### src/rtl/spinlock_pkg.sv
package spinlock_pkg;

  localparam int unsigned DATA_W      = 32;
  localparam int unsigned BANK_LOCKS  = 64;
  localparam int unsigned SRST_BIT    = 1;
  localparam logic [1:0]  IDLE_SMART  = 2'b10;

  typedef enum logic [1:0] {
    ACC_NONE = 2'd0,
    ACC_CFG  = 2'd1,
    ACC_STAT = 2'd2,
    ACC_LOCK = 2'd3
  } acc_e;

  function automatic logic [DATA_W-1:0] cfg_word(input logic srst_busy);
    logic [DATA_W-1:0] v;
    v          = '0;
    v[0]       = 1'b1;        // autogating
    v[SRST_BIT] = srst_busy;
    v[2]       = 1'b0;        // wake-up disabled
    v[4:3]     = IDLE_SMART;
    v[8]       = 1'b1;        // interface clock may stop in idle
    return v;
  endfunction

endpackage

### src/rtl/spl_srst_ctrl.sv
module spl_srst_ctrl #(
  parameter int unsigned SRST_CYCLES = 8
) (
  input  logic clk_i,
  input  logic rst_ni,
  input  logic start_i,
  output logic active_o
);
  localparam int unsigned CNT_W = $clog2(SRST_CYCLES + 1);
  localparam logic [CNT_W-1:0] CNT_LOAD = CNT_W'(SRST_CYCLES);

  logic [CNT_W-1:0] cnt_q;

  always_ff @(posedge clk_i or negedge rst_ni) begin
    if (!rst_ni)               cnt_q <= '0;
    else if (start_i)          cnt_q <= CNT_LOAD;
    else if (cnt_q != '0)      cnt_q <= cnt_q - 1'b1;
  end

  assign active_o = (cnt_q != '0);

  a_r6_start: assert property (@(posedge clk_i) disable iff (!rst_ni)
    start_i |=> active_o);

endmodule

### src/rtl/spl_idle_ctrl.sv
module spl_idle_ctrl (
  input  logic clk_i,
  input  logic rst_ni,
  input  logic idle_req_i,
  input  logic req_valid_i,
  input  logic busy_i,
  output logic idle_ack_o
);
  logic ack_q;

  always_ff @(posedge clk_i or negedge rst_ni) begin
    if (!rst_ni) ack_q <= 1'b0;
    else         ack_q <= idle_req_i && !req_valid_i && !busy_i;
  end

  assign idle_ack_o = ack_q;

  a_r8_ack_drop: assert property (@(posedge clk_i) disable iff (!rst_ni)
    !idle_req_i |=> !idle_ack_o);
  a_r8_ack_quiet: assert property (@(posedge clk_i) disable iff (!rst_ni)
    (idle_req_i && (req_valid_i || busy_i)) |=> !idle_ack_o);
  a_r9_wake: assert property (@(posedge clk_i) disable iff (!rst_ni)
    (idle_ack_o && req_valid_i) |=> !idle_ack_o);

endmodule

### src/rtl/spl_lock_array.sv
module spl_lock_array #(
  parameter int unsigned NUM_LOCKS = 128,
  parameter int unsigned BANK_SIZE = 64,
  localparam int unsigned NUM_BANKS = NUM_LOCKS / BANK_SIZE,
  localparam int unsigned IDX_W     = $clog2(NUM_LOCKS)
) (
  input  logic                 clk_i,
  input  logic                 rst_ni,
  input  logic                 clr_i,
  input  logic                 acq_i,
  input  logic                 rel_i,
  input  logic [IDX_W-1:0]     idx_i,
  output logic [NUM_LOCKS-1:0] taken_o,
  output logic [NUM_BANKS-1:0] bank_any_o
);
  logic [NUM_LOCKS-1:0] taken_q;

  for (genvar i = 0; i < NUM_LOCKS; i++) begin : g_lock
    logic hit;
    assign hit = (idx_i == IDX_W'(i));
    always_ff @(posedge clk_i or negedge rst_ni) begin
      if (!rst_ni)          taken_q[i] <= 1'b0;
      else if (clr_i)       taken_q[i] <= 1'b0;
      else if (acq_i && hit) taken_q[i] <= 1'b1;
      else if (rel_i && hit) taken_q[i] <= 1'b0;
    end
  end

  for (genvar b = 0; b < NUM_BANKS; b++) begin : g_bank
    assign bank_any_o[b] = |taken_q[b*BANK_SIZE +: BANK_SIZE];
  end

  assign taken_o = taken_q;

  a_r2_acquire: assert property (@(posedge clk_i) disable iff (!rst_ni)
    (acq_i && !clr_i) |=> taken_q[$past(idx_i)]);
  a_r3_release: assert property (@(posedge clk_i) disable iff (!rst_ni)
    (rel_i && !clr_i) |=> !taken_q[$past(idx_i)]);
  a_r6_clear: assert property (@(posedge clk_i) disable iff (!rst_ni)
    clr_i |=> (taken_q == '0));
  a_r7_no_access_in_srst: assert property (@(posedge clk_i) disable iff (!rst_ni)
    clr_i |-> !(acq_i || rel_i));

endmodule

### src/rtl/hw_spinlock.sv
module hw_spinlock #(
  parameter int unsigned NUM_LOCKS   = 128,
  parameter int unsigned ADDR_W      = 12,
  parameter int unsigned SRST_CYCLES = 8
) (
  input  logic                              clk_i,
  input  logic                              rst_ni,
  input  logic                              req_valid_i,
  output logic                              req_ready_o,
  input  logic                              req_write_i,
  input  logic [ADDR_W-1:0]                 req_addr_i,
  input  logic [spinlock_pkg::DATA_W-1:0]   req_wdata_i,
  output logic                              rsp_valid_o,
  output logic [spinlock_pkg::DATA_W-1:0]   rsp_rdata_o,
  input  logic                              idle_req_i,
  output logic                              idle_ack_o
);
  import spinlock_pkg::*;

  localparam int unsigned NUM_BANKS = NUM_LOCKS / BANK_LOCKS;
  localparam int unsigned IDX_W     = $clog2(NUM_LOCKS);
  localparam int unsigned WORD_W    = ADDR_W - 3;

  acc_e               acc;
  logic [IDX_W-1:0]   idx;
  logic [WORD_W-1:0]  word;
  logic               srst_busy, lock_stall, fire;
  logic               acq, rel, srst_start;
  logic [NUM_LOCKS-1:0] taken;
  logic [NUM_BANKS-1:0] bank_any;
  logic [DATA_W-1:0]  rd_d, stat_word;
  logic               rsp_valid_q;
  logic [DATA_W-1:0]  rsp_rdata_q;

  // Decode: top address bit selects lock region, word index below it.
  assign word = req_addr_i[ADDR_W-2:2];
  assign idx  = req_addr_i[IDX_W+1:2];

  always_comb begin
    acc = ACC_NONE;
    if (req_addr_i[ADDR_W-1]) begin
      if (32'(word) < NUM_LOCKS) acc = ACC_LOCK;
    end else if (word == WORD_W'(0)) begin
      acc = ACC_CFG;
    end else if (word == WORD_W'(1)) begin
      acc = ACC_STAT;
    end
  end

  assign lock_stall  = srst_busy && (acc == ACC_LOCK);
  assign req_ready_o = !idle_ack_o && !lock_stall;
  assign fire        = req_valid_i && req_ready_o;
  assign acq         = fire && !req_write_i && (acc == ACC_LOCK);
  assign rel         = fire &&  req_write_i && (acc == ACC_LOCK) && !req_wdata_i[0];
  assign srst_start  = fire &&  req_write_i && (acc == ACC_CFG)  && req_wdata_i[SRST_BIT];

  always_comb begin
    stat_word = '0;
    stat_word[NUM_BANKS-1:0] = bank_any;
  end

  always_comb begin
    rd_d = '0;
    if (!req_write_i) begin
      unique case (acc)
        ACC_CFG:  rd_d = cfg_word(srst_busy);
        ACC_STAT: rd_d = stat_word;
        ACC_LOCK: rd_d = {{(DATA_W-1){1'b0}}, taken[idx]};
        default:  rd_d = '0;
      endcase
    end
  end

  always_ff @(posedge clk_i or negedge rst_ni) begin
    if (!rst_ni) begin
      rsp_valid_q <= 1'b0;
      rsp_rdata_q <= '0;
    end else begin
      rsp_valid_q <= fire;
      if (fire) rsp_rdata_q <= rd_d;
    end
  end

  assign rsp_valid_o = rsp_valid_q;
  assign rsp_rdata_o = rsp_rdata_q;

  spl_srst_ctrl #(.SRST_CYCLES(SRST_CYCLES)) u_srst (
    .clk_i   (clk_i),
    .rst_ni  (rst_ni),
    .start_i (srst_start),
    .active_o(srst_busy)
  );

  spl_lock_array #(.NUM_LOCKS(NUM_LOCKS), .BANK_SIZE(BANK_LOCKS)) u_locks (
    .clk_i     (clk_i),
    .rst_ni    (rst_ni),
    .clr_i     (srst_busy),
    .acq_i     (acq),
    .rel_i     (rel),
    .idx_i     (idx),
    .taken_o   (taken),
    .bank_any_o(bank_any)
  );

  spl_idle_ctrl u_idle (
    .clk_i      (clk_i),
    .rst_ni     (rst_ni),
    .idle_req_i (idle_req_i),
    .req_valid_i(req_valid_i),
    .busy_i     (rsp_valid_q || srst_busy),
    .idle_ack_o (idle_ack_o)
  );

  a_r10_one_shot: assert property (@(posedge clk_i) disable iff (!rst_ni)
    (rsp_valid_o && !$past(fire)) |-> 1'b0);
  a_r9_no_accept_in_idle: assert property (@(posedge clk_i) disable iff (!rst_ni)
    idle_ack_o |-> !fire);

endmodule

### config.mk
export PLATFORM = sky130hd
export DESIGN_NAME = hw_spinlock
export DESIGN_NICKNAME = d
export VERILOG_FILES = /design/src/rtl/spinlock_pkg.sv /design/src/rtl/spl_srst_ctrl.sv /design/src/rtl/spl_idle_ctrl.sv /design/src/rtl/spl_lock_array.sv /design/src/rtl/hw_spinlock.sv
export SDC_FILE = /design/constraint.sdc
export NUM_CORES = 1
export LEC_CHECK = 0
export ABC_AREA = 1
export CORE_ASPECT_RATIO = 0.5
export CORE_MARGIN = 1
export CORE_UTILIZATION = 50
export CTS_CLUSTER_DIAMETER = 80
export DETAILED_ROUTE_END_ITERATION = 10
export GPL_ROUTABILITY_DRIVEN = 0
export GPL_TIMING_DRIVEN = 0
export MAX_ROUTING_LAYER = met4
export PLACE_DENSITY = 0.69
export SLEW_MARGIN = 30
export SYNTH_ARGS = -nofsm -noshare
export SYNTH_HDL_FRONTEND = slang
export SYNTH_SLANG_ARGS = --single-unit
### constraint.sdc
create_clock -name clk_i -period 4.2 [get_ports clk_i]
set_input_delay 0.63 -clock clk_i [delete_from_list [all_inputs] [get_ports clk_i]]
set_output_delay 0.63 -clock clk_i [all_outputs]
set_load 0.02 [all_outputs]
Word level (Yosys, flattened, before mapping)
Cells that the tools add are included. Widths: inputs -> output; s select.

Add/sub/neg operators: 1. Order comparisons: 2. Equality and inequality tests: 131. Multiplexer cells: 394. Reductions and logical operators: 409.

Operators by type and width (number): $eq 7x7->1 const B (64); $mux 1 (385); $reduce_bool 3->1 (128); $logic_and 1x1->1 (268); $eq 7x6->1 const B (32); $reduce_or 64->1 (2); $eq 7x5->1 const B (16); $eq 7x4->1 const B (8); $eq 7x3->1 const B (4); $pmux 9 s3 (1); $eq 7x2->1 const B (2); $eq 9x1->1 const B (1); $logic_not 9->1 (1); $lt 9x8->1 const B (1); $mux 9 (1); $lt 7x8->1 const B (1); $mux 2 (4); $mux 4 (2); $bmux 1 s7 (1); $eq 7x1->1 const B (1); $logic_not 7->1 (1); $logic_not 1->1 (6); $eq 2x2->1 const B (2); $reduce_bool 4->1 (1); other kinds (4) (4).

Register bits after elaboration: 166. Input port bits: 49. Logic and storage cells: 1069.

Depth between registers and ports, before layout
Depth after elaboration: 16. Depth in mapped cells: 17.

Cells and area by module
Synthesis repeated with hierarchy kept, for this count alone.

Cell total of the unflattened synthesis: 1338. Area, all modules: 8949.8 µm².

By module, submodules not included: spl_lock_array (instances 1, cells an instance 891, area an instance 6706.4 µm², sequential area each 3203.1 µm²); hw_spinlock (instances 1, cells an instance 415, area an instance 1983.2 µm², sequential area each 100.1 µm²); spl_srst_ctrl (instances 1, cells an instance 28, area an instance 221.5 µm², sequential area each 100.1 µm²); spl_idle_ctrl (instances 1, cells an instance 4, area an instance 38.8 µm², sequential area each 25.0 µm²).

Worst setup path before layout
Ideal clock, no wire load.

Kind: input port to flip-flop. Start point: input req_addr_i[2]. End point: register u_locks.taken_q[26] (netlist: u_locks.taken_o[26]). Library setup time: 0.136 ns. Arrival: 2.133 ns. Required time: 4.064 ns. Slack: 1.930 ns. Stages: 15. Buffers on the path: 3. Path through: buf_4 -> inv_2 -> nor2_4 -> nand2_4 -> nor2_4 -> nor2_4 -> inv_2 -> nand3_2 -> nand3_4 -> nor2_1 -> buf_2 -> buf_2 -> nand3_1 -> nand2_1 -> a21oi_1.

Cells in the longest elaborated chain, start to end: 14.

Ends and longest elaborated chain: start, declared (line hw_spinlock.sv:11) `input logic [ADDR_W-1:0] req_addr_i,`; branches (longest 14 deep; another with $lt 9x8->1); end signal, assigned by index (line spl_lock_array.sv:23) `else if (clr_i) taken_q[i] <= 1'b0;`; end signal, assigned by index (line spl_lock_array.sv:24) `else if (acq_i && hit) taken_q[i] <= 1'b1;`; end signal, assigned by index (line spl_lock_array.sv:25) `else if (rel_i && hit) taken_q[i] <= 1'b0;`; end, declared (line spl_lock_array.sv:16) `logic [NUM_LOCKS-1:0] taken_q;`.

Parallel ways; which one is timed is not known. A chain may end at the register's enable or synchronous reset.

Final worst setup path
Start point: input req_addr_i[8]. End point: output req_ready_o.

Cells in the longest elaborated chain, start to end: 8.

Ends and longest elaborated chain: branches (longest 3 deep; another with $lt 9x8->1); $mux 2 (*) (line hw_spinlock.sv:41) `if (req_addr_i[ADDR_W-1]) begin`; $eq 2x2->1 (*) (line hw_spinlock.sv:50) `assign lock_stall = srst_busy && (acc == ACC_LOCK);`; $logic_and 1x1->1 (*) (line hw_spinlock.sv:50); $logic_not 1->1 (*) (line hw_spinlock.sv:51) `assign req_ready_o = !idle_ack_o && !lock_stall;`; $logic_and 1x1->1 (*) (line hw_spinlock.sv:51); end, declared (line hw_spinlock.sv:9) `output logic req_ready_o,`.

Mark *: on every way between the ends.

==> impl_metrics.json <==
{
  "critPathMaxStageDelay_ns": 0.65,
  "groute.usage.overall_pct": 41.3,
  "clock_sinks": 137,
  "cts_root_buffer": "clkbuf_16",
  "period_share_pct": 83.9,
  "antenna_found_initial": 0,
  "wl_um": 36400,
  "reg2reg_from": "u_srst.cnt_q[0]",
  "reg2reg_to": "u_locks.taken_o[48]",
  "hold_class": "in -> async",
  "ys_seq_elements": 137,
  "wl_per_cell_um": 21.1,
  "final_cell_mix": "nand2_1, nor2_1, nand3_1, dfrtp_1, a21oi_1",
  "rows": 34,
  "ff2ff_path_depth": 11,
  "port_buffers": 21,
  "clkLatencyLatePin_ns": 0.45,
  "overflow": 0,
  "synth-seq-area-share_pct": 38.0,
  "syn2layout_area_growth_pct": 13.9,
  "vias_per_cell": 5.96,
  "dieArea_um2": 18600,
  "vias": 10300,
  "ys_warn_count": 0,
  "layout_commonest_cell": "nand2_1",
  "r2r_slack_ns": 1.23,
  "cts_setup_buffers": 0,
  "cpMaxStageDelayCell": "clkdlybuf4s50_1",
  "die_y_um": 96.9,
  "met3_length_um": 6380,
  "worstPathMaxFanout": 7,
  "fin_skew_ns": 0.0146,
  "path_cells": "clkdlybuf4s50_1, inv_2, nand2_2, nor2_4, nor2_1, nor2_4, inv_2, nor2_4, a21oi_1, clkdlybuf4s50_1",
  "dr_wl_met2_um": 13800,
  "diodes": 0,
  "grt_pass1_vias": 9108,
  "grt_pass1_wl_um": 54400,
  "hold_viol": 0,
  "vdd_drop_max_mv": 0.299,
  "io_pins": 84,
  "tns_ns": 0,
  "wl_met1_um": 14400,
  "clk_path_buf_depth": 2,
  "p_leak_uw": 0.00437,
  "die_x_um": 192,
  "min_period_ns": 3.52,
  "start_util_pct": 51.5,
  "grt_max_degree": 71,
  "holdBufCountCts": 0,
  "worstPathArrival_ns": 2.89,
  "drive_gt1_share_pct": 8.49,
  "ant_nets": 0,
  "power_density_nw_per_um2": 349,
  "synthCells": 1414,
  "critPathLaunchType": "primary input",
  "cts_tree": "built",
  "core_area_um2": 17500,
  "cp-end-kind": "primary output",
  "cts_buffers": 17,
  "crit_top_cell": "nor2_4",
  "ctsResizeCount": 0,
  "finalSetupViolations": 0,
  "drtIter0Drc": 1911,
  "top_layer_used": "met4",
  "clk_pin_slew_worst_paths_ns": 0.06,
  "final_nets": 1532,
  "fin_ws_ns": 0.677,
  "synthesis.area_um2": 9010,
  "tightestPinTransition_ns": 1.13,
  "dp_hpwl_um": 25300,
  "syn_avg_cell_area_um2": 6.37,
  "htree_levels": 4,
  "fillerInstances": 1663,
  "outcome": "complete, no violations",
  "path_class": "in -> out",
  "pre_cts_ws_ns": 0.740,
  "maxClockFrequency_ghz": 0.284,
  "cp_data_required_time_ns": 3.57,
  "grt_setup_unrepaired": "false",
  "drv_cap": 0,
  "slew_headroom_pct": 24.0,
  "drt_pass1_iterations": 8,
  "yosysUniqueCellTypes": 28,
  "finalMaxSlewViolations": 0,
  "drc": 0
}
## flip-flops by register name (all words and copies together) (netlist names)
signal	cells
u_idle.idle_ack_o	1
u_srst.cnt_q	4
rsp_rdata_o	3
u_locks.taken_o	128
rsp_valid_o	1
## cell usage after synthesis, drive strengths merged
library cell | count | area (um2)
nor2 | 206 | 836
nor4 | 13 | 81.3
dfrtp | 137 | 3430
a21oi | 134 | 671
nand2 | 598 | 2260
conb | 1 | 3.75
or2 | 1 | 6.26
clkbuf | 36 | 135
inv | 32 | 120
buf | 81 | 531
o21ai | 7 | 35.0
nor3 | 5 | 36.3
xor2 | 2 | 17.5
ha | 1 | 12.5
a22o | 1 | 8.76
nand3 | 147 | 753
nand4 | 12 | 75.1
## critical path, delay by kind of cell
| kind | cells | cell delay [ns] |
|---|---|---|
| and+or+nand+nor | 5 | 0.65 |
| AOI/OAI and AO/OA | 1 | 0.12 |
| buffers and inverters | 4 | 1.47 |
## per-stage QoR
| step | cell area, um2 | total power [uW] | instances | util, % | hold slack [ns] |
|---|---|---|---|---|---|
| after floorplan | 9110 | 1730 | 1441 | - | 0.334 |
| after global placement | 9620 | 1960 | 1696 | 55.0 | 0.424 |
| after detailed placement | 9650 | 1970 | 1697 | 55.2 | 0.431 |
| after CTS | 10300 | 3550 | 1729 | 58.7 | 0.188 |
| after global routing | 10300 | 3670 | 1729 | 58.7 | 0.216 |
| final | 10300 | 3580 | 1729 | 58.7 | 0.166 |
## where the power goes
| part | switching (uW) | total [uW] | internal (uW) |
|---|---|---|---|
| clock network | 656 | 1610 | 956 |
| logic | 486 | 617 | 131 |
| registers | 8.63 | 1350 | 1340 |
| total | 1150 | 3580 | 2430 |
## layout make-up
| class | instances | area [um2] | area share [%] |
|---|---|---|---|
| Inverter | 32 | 120 | 1.17 |
| Multi-Input combinational cell | 1155 | 4900 | 47.7 |
| Clock buffer | 19 | 443 | 4.32 |
| Sequential cell | 137 | 3430 | 33.4 |
| Clock inverter | 13 | 170 | 1.66 |
| Buffer | 117 | 666 | 6.49 |
| Tap cell | 234 | 293 | 2.85 |
| Timing Repair Buffer | 22 | 243 | 2.37 |
## worst max path at each step
stage,startpoint,to,slack [ns],cells past startpoint
global placement,rst_ni,u_srst.cnt_q[1],-3.29,1
global route,u_srst.cnt_q[0],req_ready_o,0.59,6
CTS,u_srst.cnt_q[0],req_ready_o,0.71,6
detailed placement,req_addr_i[8],req_ready_o,0.74,10
floorplan,req_addr_i[2],u_locks.taken_o[26],1.93,15
finish,req_addr_i[8],req_ready_o,0.68,10
## per-layer routing
metal | vias to the layer above | GRT usage, %
li1 | 4606 | -
met1 | 4698 | 58.1
met2 | 837 | 52.7
met3 | 169 | 14.0
met4 | 0 | 18.3
met5 | - | -
## logic make-up (layout without fill, tap and decap cells)
| family | count (synthesis) | count (layout) | synth area share [%] |
|---|---|---|---|
| AND/OR/NAND/NOR | 982 | 982 | 44.9 |
| buffers and inverters | 149 | 203 | 8.72 |
| AO/OA/AOI/OAI | 142 | 142 | 7.93 |
| flip-flops | 137 | 137 | 38.0 |
| XOR/XNOR | 2 | 2 | 0.194 |
| adder cells (fa/ha/maj) | 1 | 1 | 0.139 |
| other | 1 | 28 | 0.0416 |
Note: power is estimated with default switching activity, not from simulation.
